`config.mk`:
```
export PLATFORM = sky130hd
export DESIGN_NAME = handshake_boot_rx
export DESIGN_NICKNAME = d
export VERILOG_FILES = /design/src/rtl/hsrx_pkg.sv /design/src/rtl/hsrx_datapath.sv /design/src/rtl/hsrx_control.sv /design/src/rtl/handshake_boot_rx.sv
export SDC_FILE = /design/constraint.sdc
export NUM_CORES = 1
export LEC_CHECK = 0
export CORE_ASPECT_RATIO = 0.75
export CORE_MARGIN = 10
export CORE_UTILIZATION = 45
export DETAILED_ROUTE_END_ITERATION = 12
export PLACE_DENSITY_LB_ADDON = 0.12
export SLEW_MARGIN = 0
export SYNTH_ARGS = -nofsm -noshare
export SYNTH_HDL_FRONTEND = slang
export SYNTH_SLANG_ARGS = --single-unit
```
`constraint.sdc`:
```
create_clock -name clk -period 2 [get_ports clk]
set_clock_uncertainty 0.1 [all_clocks]
set_input_delay 0.4 -clock clk [delete_from_list [all_inputs] [get_ports clk]]
set_output_delay 0.4 -clock clk [all_outputs]
set_load 0.05 [all_outputs]
```
`src/rtl/hsrx_pkg.sv`:
```
package hsrx_pkg;

  localparam logic [15:0] KEY_WIDE      = 16'h10AA;
  localparam logic [7:0]  KEY_NARROW_HI = 8'h08;
  localparam logic [7:0]  KEY_NARROW_LO = 8'hAA;
  localparam int          MIN_TURN      = 10;

  // strobes from control to datapath
  typedef struct packed {
    logic capWide;   // load whole bus into the word register
    logic capHi;     // load low byte into the high-byte holder
    logic capLo;     // join held byte and low byte into the word register
  } dpStrobe_t;

  // observations from datapath to control
  typedef struct packed {
    logic reqFall;
    logic reqHigh;
    logic isWideKey;
    logic isNarrowHi;
    logic isNarrowLo;
  } dpStatus_t;

  typedef enum logic [2:0] {
    PH_ENTRY,
    PH_KEY,
    PH_KEY_LO,
    PH_WIDE,
    PH_NARROW_HI,
    PH_NARROW_LO
  } phase_t;

endpackage

```
`src/rtl/hsrx_datapath.sv`:
```
module hsrx_datapath
  import hsrx_pkg::*;
#(
  parameter int DATA_W = 16
) (
  input  logic              clk,
  input  logic              rstN,
  input  logic              hostReqN,
  input  logic [DATA_W-1:0] hostData,
  input  dpStrobe_t         dpCtl,
  output dpStatus_t         dpStat,
  output logic [DATA_W-1:0] wordData
);

  localparam int BYTE_W = DATA_W / 2;

  logic              reqMeta, reqSync, reqPrev;
  logic [BYTE_W-1:0] hiByteQ;
  logic [DATA_W-1:0] wordQ;

  // two-flop synchroniser plus one stage for edge detection
  always_ff @(posedge clk or negedge rstN) begin
    if (!rstN) begin
      reqMeta <= 1'b1;
      reqSync <= 1'b1;
      reqPrev <= 1'b1;
    end else begin
      reqMeta <= hostReqN;
      reqSync <= reqMeta;
      reqPrev <= reqSync;
    end
  end

  always_ff @(posedge clk or negedge rstN) begin
    if (!rstN) begin
      hiByteQ <= '0;
      wordQ   <= '0;
    end else begin
      if (dpCtl.capHi)   hiByteQ <= hostData[BYTE_W-1:0];
      if (dpCtl.capWide) wordQ   <= hostData;
      else if (dpCtl.capLo) wordQ <= {hiByteQ, hostData[BYTE_W-1:0]};
    end
  end

  always_comb begin
    dpStat.reqFall    = reqPrev & ~reqSync;
    dpStat.reqHigh    = reqSync;
    dpStat.isWideKey  = (hostData == DATA_W'(KEY_WIDE));
    dpStat.isNarrowHi = (hostData[BYTE_W-1:0] == BYTE_W'(KEY_NARROW_HI));
    dpStat.isNarrowLo = (hostData[BYTE_W-1:0] == BYTE_W'(KEY_NARROW_LO));
  end

  assign wordData = wordQ;

endmodule

```
`src/rtl/hsrx_control.sv`:
```
module hsrx_control
  import hsrx_pkg::*;
#(
  parameter int STROBE_DELAY = 10,
  parameter bit TIMEOUT_EN   = 1'b1,
  parameter int TO_W         = 16
) (
  input  logic            clk,
  input  logic            rstN,
  input  dpStatus_t       dpStat,
  input  logic [TO_W-1:0] noHostLimit,
  output dpStrobe_t       dpCtl,
  output logic            ackOut,
  output logic            busDriveEn,
  output logic            wordValid,
  output logic            kwReject,
  output logic            noHost
);

  localparam int DLY_EFF = (STROBE_DELAY < MIN_TURN) ? MIN_TURN : STROBE_DELAY;
  localparam int CNT_W   = $clog2(DLY_EFF + 2);
  localparam logic [CNT_W-1:0] CNT_DONE = CNT_W'(DLY_EFF);
  localparam logic [CNT_W-1:0] CNT_FIRE = CNT_W'(DLY_EFF - 1);

  phase_t           phaseQ, phaseD;
  logic             holdQ, busEnQ, emitQ, validQ, rejectQ;
  logic [CNT_W-1:0] cntQ;
  logic             capture, delayDone, releaseAck, wordDone, rejectD;

  assign capture    = !holdQ && dpStat.reqFall;
  assign delayDone  = (cntQ == CNT_DONE);
  assign releaseAck = holdQ && delayDone && dpStat.reqHigh;

  always_comb begin
    dpCtl    = '0;
    phaseD   = phaseQ;
    rejectD  = 1'b0;
    wordDone = 1'b0;
    if (capture) begin
      unique case (phaseQ)
        PH_ENTRY: phaseD = PH_KEY;
        PH_KEY: begin
          if (dpStat.isWideKey)       phaseD = PH_WIDE;
          else if (dpStat.isNarrowHi) phaseD = PH_KEY_LO;
          else begin
            phaseD  = PH_ENTRY;
            rejectD = 1'b1;
          end
        end
        PH_KEY_LO: begin
          if (dpStat.isNarrowLo) phaseD = PH_NARROW_HI;
          else begin
            phaseD  = PH_ENTRY;
            rejectD = 1'b1;
          end
        end
        PH_WIDE: begin
          dpCtl.capWide = 1'b1;
          wordDone      = 1'b1;
        end
        PH_NARROW_HI: begin
          dpCtl.capHi = 1'b1;
          phaseD      = PH_NARROW_LO;
        end
        PH_NARROW_LO: begin
          dpCtl.capLo = 1'b1;
          wordDone    = 1'b1;
          phaseD      = PH_NARROW_HI;
        end
        default: phaseD = PH_ENTRY;
      endcase
    end
  end

  always_ff @(posedge clk or negedge rstN) begin
    if (!rstN) begin
      phaseQ  <= PH_ENTRY;
      holdQ   <= 1'b0;
      busEnQ  <= 1'b0;
      cntQ    <= '0;
      emitQ   <= 1'b0;
      validQ  <= 1'b0;
      rejectQ <= 1'b0;
    end else begin
      phaseQ  <= phaseD;
      rejectQ <= rejectD;
      busEnQ  <= holdQ && !releaseAck;
      validQ  <= holdQ && emitQ && (cntQ == CNT_FIRE);
      if (capture)         holdQ <= 1'b1;
      else if (releaseAck) holdQ <= 1'b0;
      if (capture)                 cntQ <= '0;
      else if (holdQ && !delayDone) cntQ <= cntQ + 1'b1;
      if (capture)                                   emitQ <= wordDone;
      else if (holdQ && emitQ && (cntQ == CNT_FIRE)) emitQ <= 1'b0;
    end
  end

  assign ackOut     = holdQ;
  assign busDriveEn = busEnQ;
  assign wordValid  = validQ;
  assign kwReject   = rejectQ;

  generate
    if (TIMEOUT_EN) begin : g_idle
      logic [TO_W-1:0] idleQ;
      logic            seenQ;
      always_ff @(posedge clk or negedge rstN) begin
        if (!rstN) begin
          idleQ <= '0;
          seenQ <= 1'b0;
        end else begin
          if (capture) seenQ <= 1'b1;
          if (!seenQ && idleQ != noHostLimit) idleQ <= idleQ + 1'b1;
        end
      end
      assign noHost = !seenQ && (noHostLimit != '0) && (idleQ == noHostLimit);
    end else begin : g_no_idle
      assign noHost = 1'b0 & (|noHostLimit);
    end
  endgenerate

endmodule

```
`src/rtl/handshake_boot_rx.sv`:
```
module handshake_boot_rx
  import hsrx_pkg::*;
#(
  parameter int DATA_W       = 16,
  parameter int STROBE_DELAY = 10,
  parameter bit TIMEOUT_EN   = 1'b1,
  parameter int TO_W         = 16
) (
  input  logic              clk,
  input  logic              rstN,
  input  logic              hostReqN,
  input  logic [DATA_W-1:0] hostData,
  input  logic [TO_W-1:0]   noHostLimit,
  output logic              ackOut,
  output logic              busDriveEn,
  output logic              wordValid,
  output logic [DATA_W-1:0] wordData,
  output logic              kwReject,
  output logic              noHost
);

  dpStrobe_t dpCtl;
  dpStatus_t dpStat;

  hsrx_datapath #(.DATA_W(DATA_W)) i_datapath (
    .clk      (clk),
    .rstN     (rstN),
    .hostReqN (hostReqN),
    .hostData (hostData),
    .dpCtl    (dpCtl),
    .dpStat   (dpStat),
    .wordData (wordData)
  );

  hsrx_control #(
    .STROBE_DELAY (STROBE_DELAY),
    .TIMEOUT_EN   (TIMEOUT_EN),
    .TO_W         (TO_W)
  ) i_control (
    .clk         (clk),
    .rstN        (rstN),
    .dpStat      (dpStat),
    .noHostLimit (noHostLimit),
    .dpCtl       (dpCtl),
    .ackOut      (ackOut),
    .busDriveEn  (busDriveEn),
    .wordValid   (wordValid),
    .kwReject    (kwReject),
    .noHost      (noHost)
  );

endmodule

```
# Yosys cells after proc, flatten, opt, wreduce, memory -nomap -nowiden
# Index checks and enable logic that the tools add are counted.
[totals]
wordCells = 75
reg_bits = 56
out_inout_bits = 21
[op_classes]
eq_ne = 12
bitwise_logic = 3
reduce_logical = 22
n_mux = 22
n_addsub = 2
[op_table]
columns = ["op", "count"]
rows = [
  ["two-way mux 16 bit", 2],
  ["one-hot mux 3 bit (6 select lines)", 1],
  ["adder 16 x 1 -> 16 bit, second input constant", 1],
  ["== test 16 x 13 -> 1 bit, second input constant", 1],
  ["== test 16 bit", 1],
  ["inequality test 16 bit", 1],
  ["nonzero test 16 bit", 1],
  ["two-way mux 1 bit", 12],
  ["logical AND 1 bit", 10],
  ["two-way mux 3 bit", 3],
  ["== test 4 bit, second input constant", 2],
  ["== test 8 x 4 -> 1 bit, second input constant", 1],
  ["== test 8 bit, second input constant", 1],
  ["two-way mux 4 bit", 2],
  ["nonzero test 2 bit", 4],
  ["== test 3 x 2 -> 1 bit, second input constant", 2],
  ["== test 3 bit, second input constant", 2],
  ["adder 4 x 1 -> 4 bit, second input constant", 1],
  ["zero test 1 bit", 4],
  ["== test 3 x 1 -> 1 bit, second input constant", 1],
  ["zero test 3 bit", 1],
  ["two-way mux 2 bit", 1],
  ["NOT 1 bit", 2],
  ["one-hot mux 1 bit (2 select lines)", 1],
  ["other kinds (3)", 3],
]

# Longest topological paths before layout
[logic_depth]
depth_word = 6
mapped_depth = 7

# Hierarchy
# From an unflattened synthesis, not the netlist that was laid out.
[unflattened]
cells_unflattened = 239
area_unflattened_um2 = 2748.9
[modules_own_cells]
columns = ["module", "cells_per_inst", "instances", "area_per_inst_um2", "seq_area_each_um2"]
rows = [
  ["hsrx_control", 156, 1, 1620.3, 725.7],
  ["hsrx_datapath", 83, 1, 1128.6, 679.4],
]

# Least setup slack after synthesis
# OpenSTA, ideal clock, no wires.
[synth_path]
path_kind = "reg2out"
startpoint = "register i_control.g_idle.idleQ[6]"
endpoint = "output port noHost"
required_ns = 1.500
stages_incl_launch_ff = 6
n_path_buf = 1
path_slack_ns = -0.250
arrival_time_ns = 1.750
cell_sequence = "dfrtp_1 -> xnor2_1 -> nand4_1 -> nor4_4 -> buf_6 -> and2_1"
[synth_via]
elab_chain_len = 2
[synth_rtl]
columns = ["item", "line_no", "rtl"]
rows = [
  ["start, declared", "hsrx_control.sv:105", "logic [TO_W-1:0] idleQ;"],
  ["start signal, assigned", "hsrx_control.sv:113", "if (!seenQ && idleQ != noHostLimit) idleQ <= idleQ + 1'b1;"],
  ["== test 16 bit", "hsrx_control.sv:116", "assign noHost = !seenQ && (noHostLimit != '0) && (idleQ == noHostLimit);"],
  ["logical AND 1 bit", "hsrx_control.sv:116", ""],
  ["end, declared", "handshake_boot_rx.sv:19", "output logic noHost"],
]
# Every way passes these cells.

# Worst setup path after layout
[layout_path]
startpoint = "register i_control.g_idle.idleQ[4]"
endpoint = "output port noHost"
# Same word-level chain as after synthesis.

==> impl_metrics.yaml <==
route:
  num_vias: 2040
  vias_per_cell: 5.04
  drcViolationCount: 0
  ant_nets: 0
  wirelength_um: 6090
  wl_per_cell_um: 15.0
  drtPass1Iterations: 4
  drtIter0Drc: 39
floorplan:
  die_area_um2: 9520
  die_w_um: 109
  num_rows: 24
  core_area_um2: 5830
  start_util_pct: 46.3
  io_pins: 56
  dieHeight_um: 87.1
synth:
  ys_types: 44
  synth_top_area_share_pct: 49.2
  synth_area_per_cell_um2: 11.4
  ys_seq_area_share_pct: 52.1
  synth_seq_cells: 56
  syn_inst: 237
  syn_nets: 276
  synth-compound-area-share_pct: 5.01
  synth_xor_area_share_pct: 10.7
  yosysTopAreaCell: "dfrtp_1"
  synth_top_family_by_area: "simple AND/OR/NAND/NOR gates"
  yosys_warnings: 0
  synth_fa_ha_area_share_pct: 1.86
  synth_area_um2: 2700
  muxShareOfSynthArea_pct: 10.6
  netlist_top_cells_area: "dfrtp_1 49%, xor2_1 5.5%, xnor2_1 5.2%"
  synthSimpleGateAreaFrac_pct: 17.7
cts:
  path_clk_slew_ps: 90
  cts_root_buf: "clkbuf_8"
  cts_sinks: 56
  clock_latency_ps: 310
  cts_tree: "built"
  h-tree-depth: 2
  clock_path_buffers: 2
  cts_made_buffers: 5
sta:
  period_share_pct: 109
  slew_viol_final: 0
  hold_viol_final: 0
  whs_ps: 264
  tightest_slew_ps: 538
  rsz0062_at_grt: "yes"
  finalWorstSetupSlack_ps: -177
  relSlewSlack_pct: 64.1
  setup_violations: 1
  fmax_mhz: 459
  setup-tns-final_ps: -177
  period_minus_slack_ps: 2180
global_routing:
  grt_pass1_vias: 2156
  grt_overflow: 0
  grt_max_degree: 24
  grt_pass1_wl_um: 10300
  antenna_found_initial: 0
  track_usage_pct: 13.5
power_and_ir_drop:
  power_density_nw_per_um2: 1330
  p_total_mw: 4.85
  peakVddDrop_mv: 0.766
  leakagePower_nw: 1.65
hold_path:
  hold_path_class: "reg -> reg"
  worstHoldStart: "i_datapath.reqMeta$_DFF_PN1_"
layout:
  layout.cells.non_filler: 405
  layout-drive-gt1-share_pct: 27.5
  antenna_cells: 0
  num-fill-cells: 501
  regArea_um2: 1410
  final_util_pct: 62.8
  final_area_um2: 3660
  syn2layout_area_growth_pct: 35.5
  layout_common_cells: "53 x buf_4, 49 x dfrtp_1, 21 x nand2_1, 17 x xor2_1, 17 x clkdlybuf4s50_1"
  layout_commonest_cell: "buf_4"
  multiInputGateArea_um2: 1280
  nets: 365
place:
  port_buffers: 55
  dp_hpwl_um: 4750
  placed_cells: 385
  place_ws_ps: -432
  placed_cell_area_um2: 3470
  gp_congestion: 0.833
run_status:
  status: "complete, but fails checks"
  violations: "setup timing"
setup_path:
  endpoint_kind: "output port"
  arrival_ps: 1680
  critPathMaxFanout: 2
  startpoint: "i_control.g_idle.idleQ[4]$_DFFE_PN0P_"
  r2r-start: "i_control.g_idle.idleQ[4]$_DFFE_PN0P_"
  start_kind: "register"
  required_ps: 1500
  worstSetupPathType: "reg -> out"
job:
  max_cap_violations: 0
-- cells by family after synthesis --
kind of cell | after synthesis
fa+ha+maj | 4
compound gates | 23
flops | 56
mux | 26
simple gates | 83
buf+inv | 12
xor+xnor | 33
-- where the power goes --
| group | internal (mW) | switching, mW |
|---|---|---|
| Combinational | 0.951 | 1.27 |
| Clock | 0.277 | 0.351 |
| Sequential | 1.61 | 0.390 |
-- area by class of cell --
type,count,area share (%)
inverter,4,0.411
clock inverter,2,0.274
multi-input combinational,169,34.9
clock buffer,6,2.26
sequential,56,38.6
tap,78,2.67
timing repair buffer,90,20.9
-- state kept, by name, indices dropped and copies added (netlist names) --
name	flops
i_control.ackOut	1
i_datapath.wordData	16
i_control.emitQ	1
i_datapath.reqSync	1
i_datapath.reqPrev	1
i_control.kwReject	1
i_datapath.hiByteQ	8
i_datapath.reqMeta	1
i_control.phaseQ	3
i_control.g_idle.idleQ	16
i_control.cntQ	4
i_control.g_idle.seenQ	1
i_control.busDriveEn	1
i_control.wordValid	1
-- cells in the mapped netlist (all sizes together) --
library cell / number
or3: 2
nand3b: 1
nor2: 10
dfstp: 3
xor2: 17
nand3: 8
ha: 4
a211oi: 1
mux2i: 9
inv: 4
or4: 1
nor3b: 1
or2: 3
nor3: 6
nor4: 9
and3: 1
mux2: 17
and2: 1
buf: 3
clkbuf: 5
a31oi: 1
nand2b: 5
o41ai: 1
dfrtp: 53
and3b: 1
o21ai: 14
a21oi: 2
o21a: 2
a211o: 1
a41oi: 1
xnor2: 16
nor4b: 3
nand2: 22
nand4b: 2
nand4: 7
-- worst max-delay path: stages (launching register included) --
cell     delay [ps]
dfrtp_1         420
xnor2_1         180
nand4_1         190
nor4_4          270
and2_4          190
buf_12          130
-- timing repair --
action                                  4_1_cts  5_1_grt
hold buffers                                  1        0
setup buffers                                12        0
gates resized for setup                      18        3
hold endpoints to repair                     17        0
pin swaps                                     9        5
endpoints found under the setup margin        9        5
cloned                                        0        0
-- worst paths after layout --
check / end / slack [ps] / cells after the start
max in group asynchronous: i_control.phaseQ[0]$_DFFE_PN0P_ / 710 / 3
min in group asynchronous: i_control.cntQ[2]$_DFFE_PN0P_ / 500 / 2
worst max register to register: i_control.g_idle.idleQ[1]$_DFFE_PN0P_ / 130 / 6
worst max-delay path: noHost / -180 / 5
worst min-delay path: i_datapath.reqSync$_DFF_PN1_ / 260 / 0
worst min register to register: i_datapath.reqSync$_DFF_PN1_ / 260 / 0
-- layer usage --
layer | global-route usage [%] | vias up | share of wire, %
met1 | 17.3 | 973 | 47
met5 | 0 | - | 0
met3 | 4.44 | 7 | 6.3
met2 | 21.1 | 45 | 46
met4 | 3.89 | 0 | 1.0
li1 | - | 1015 | -
Power figures use the tool's default switching activity.
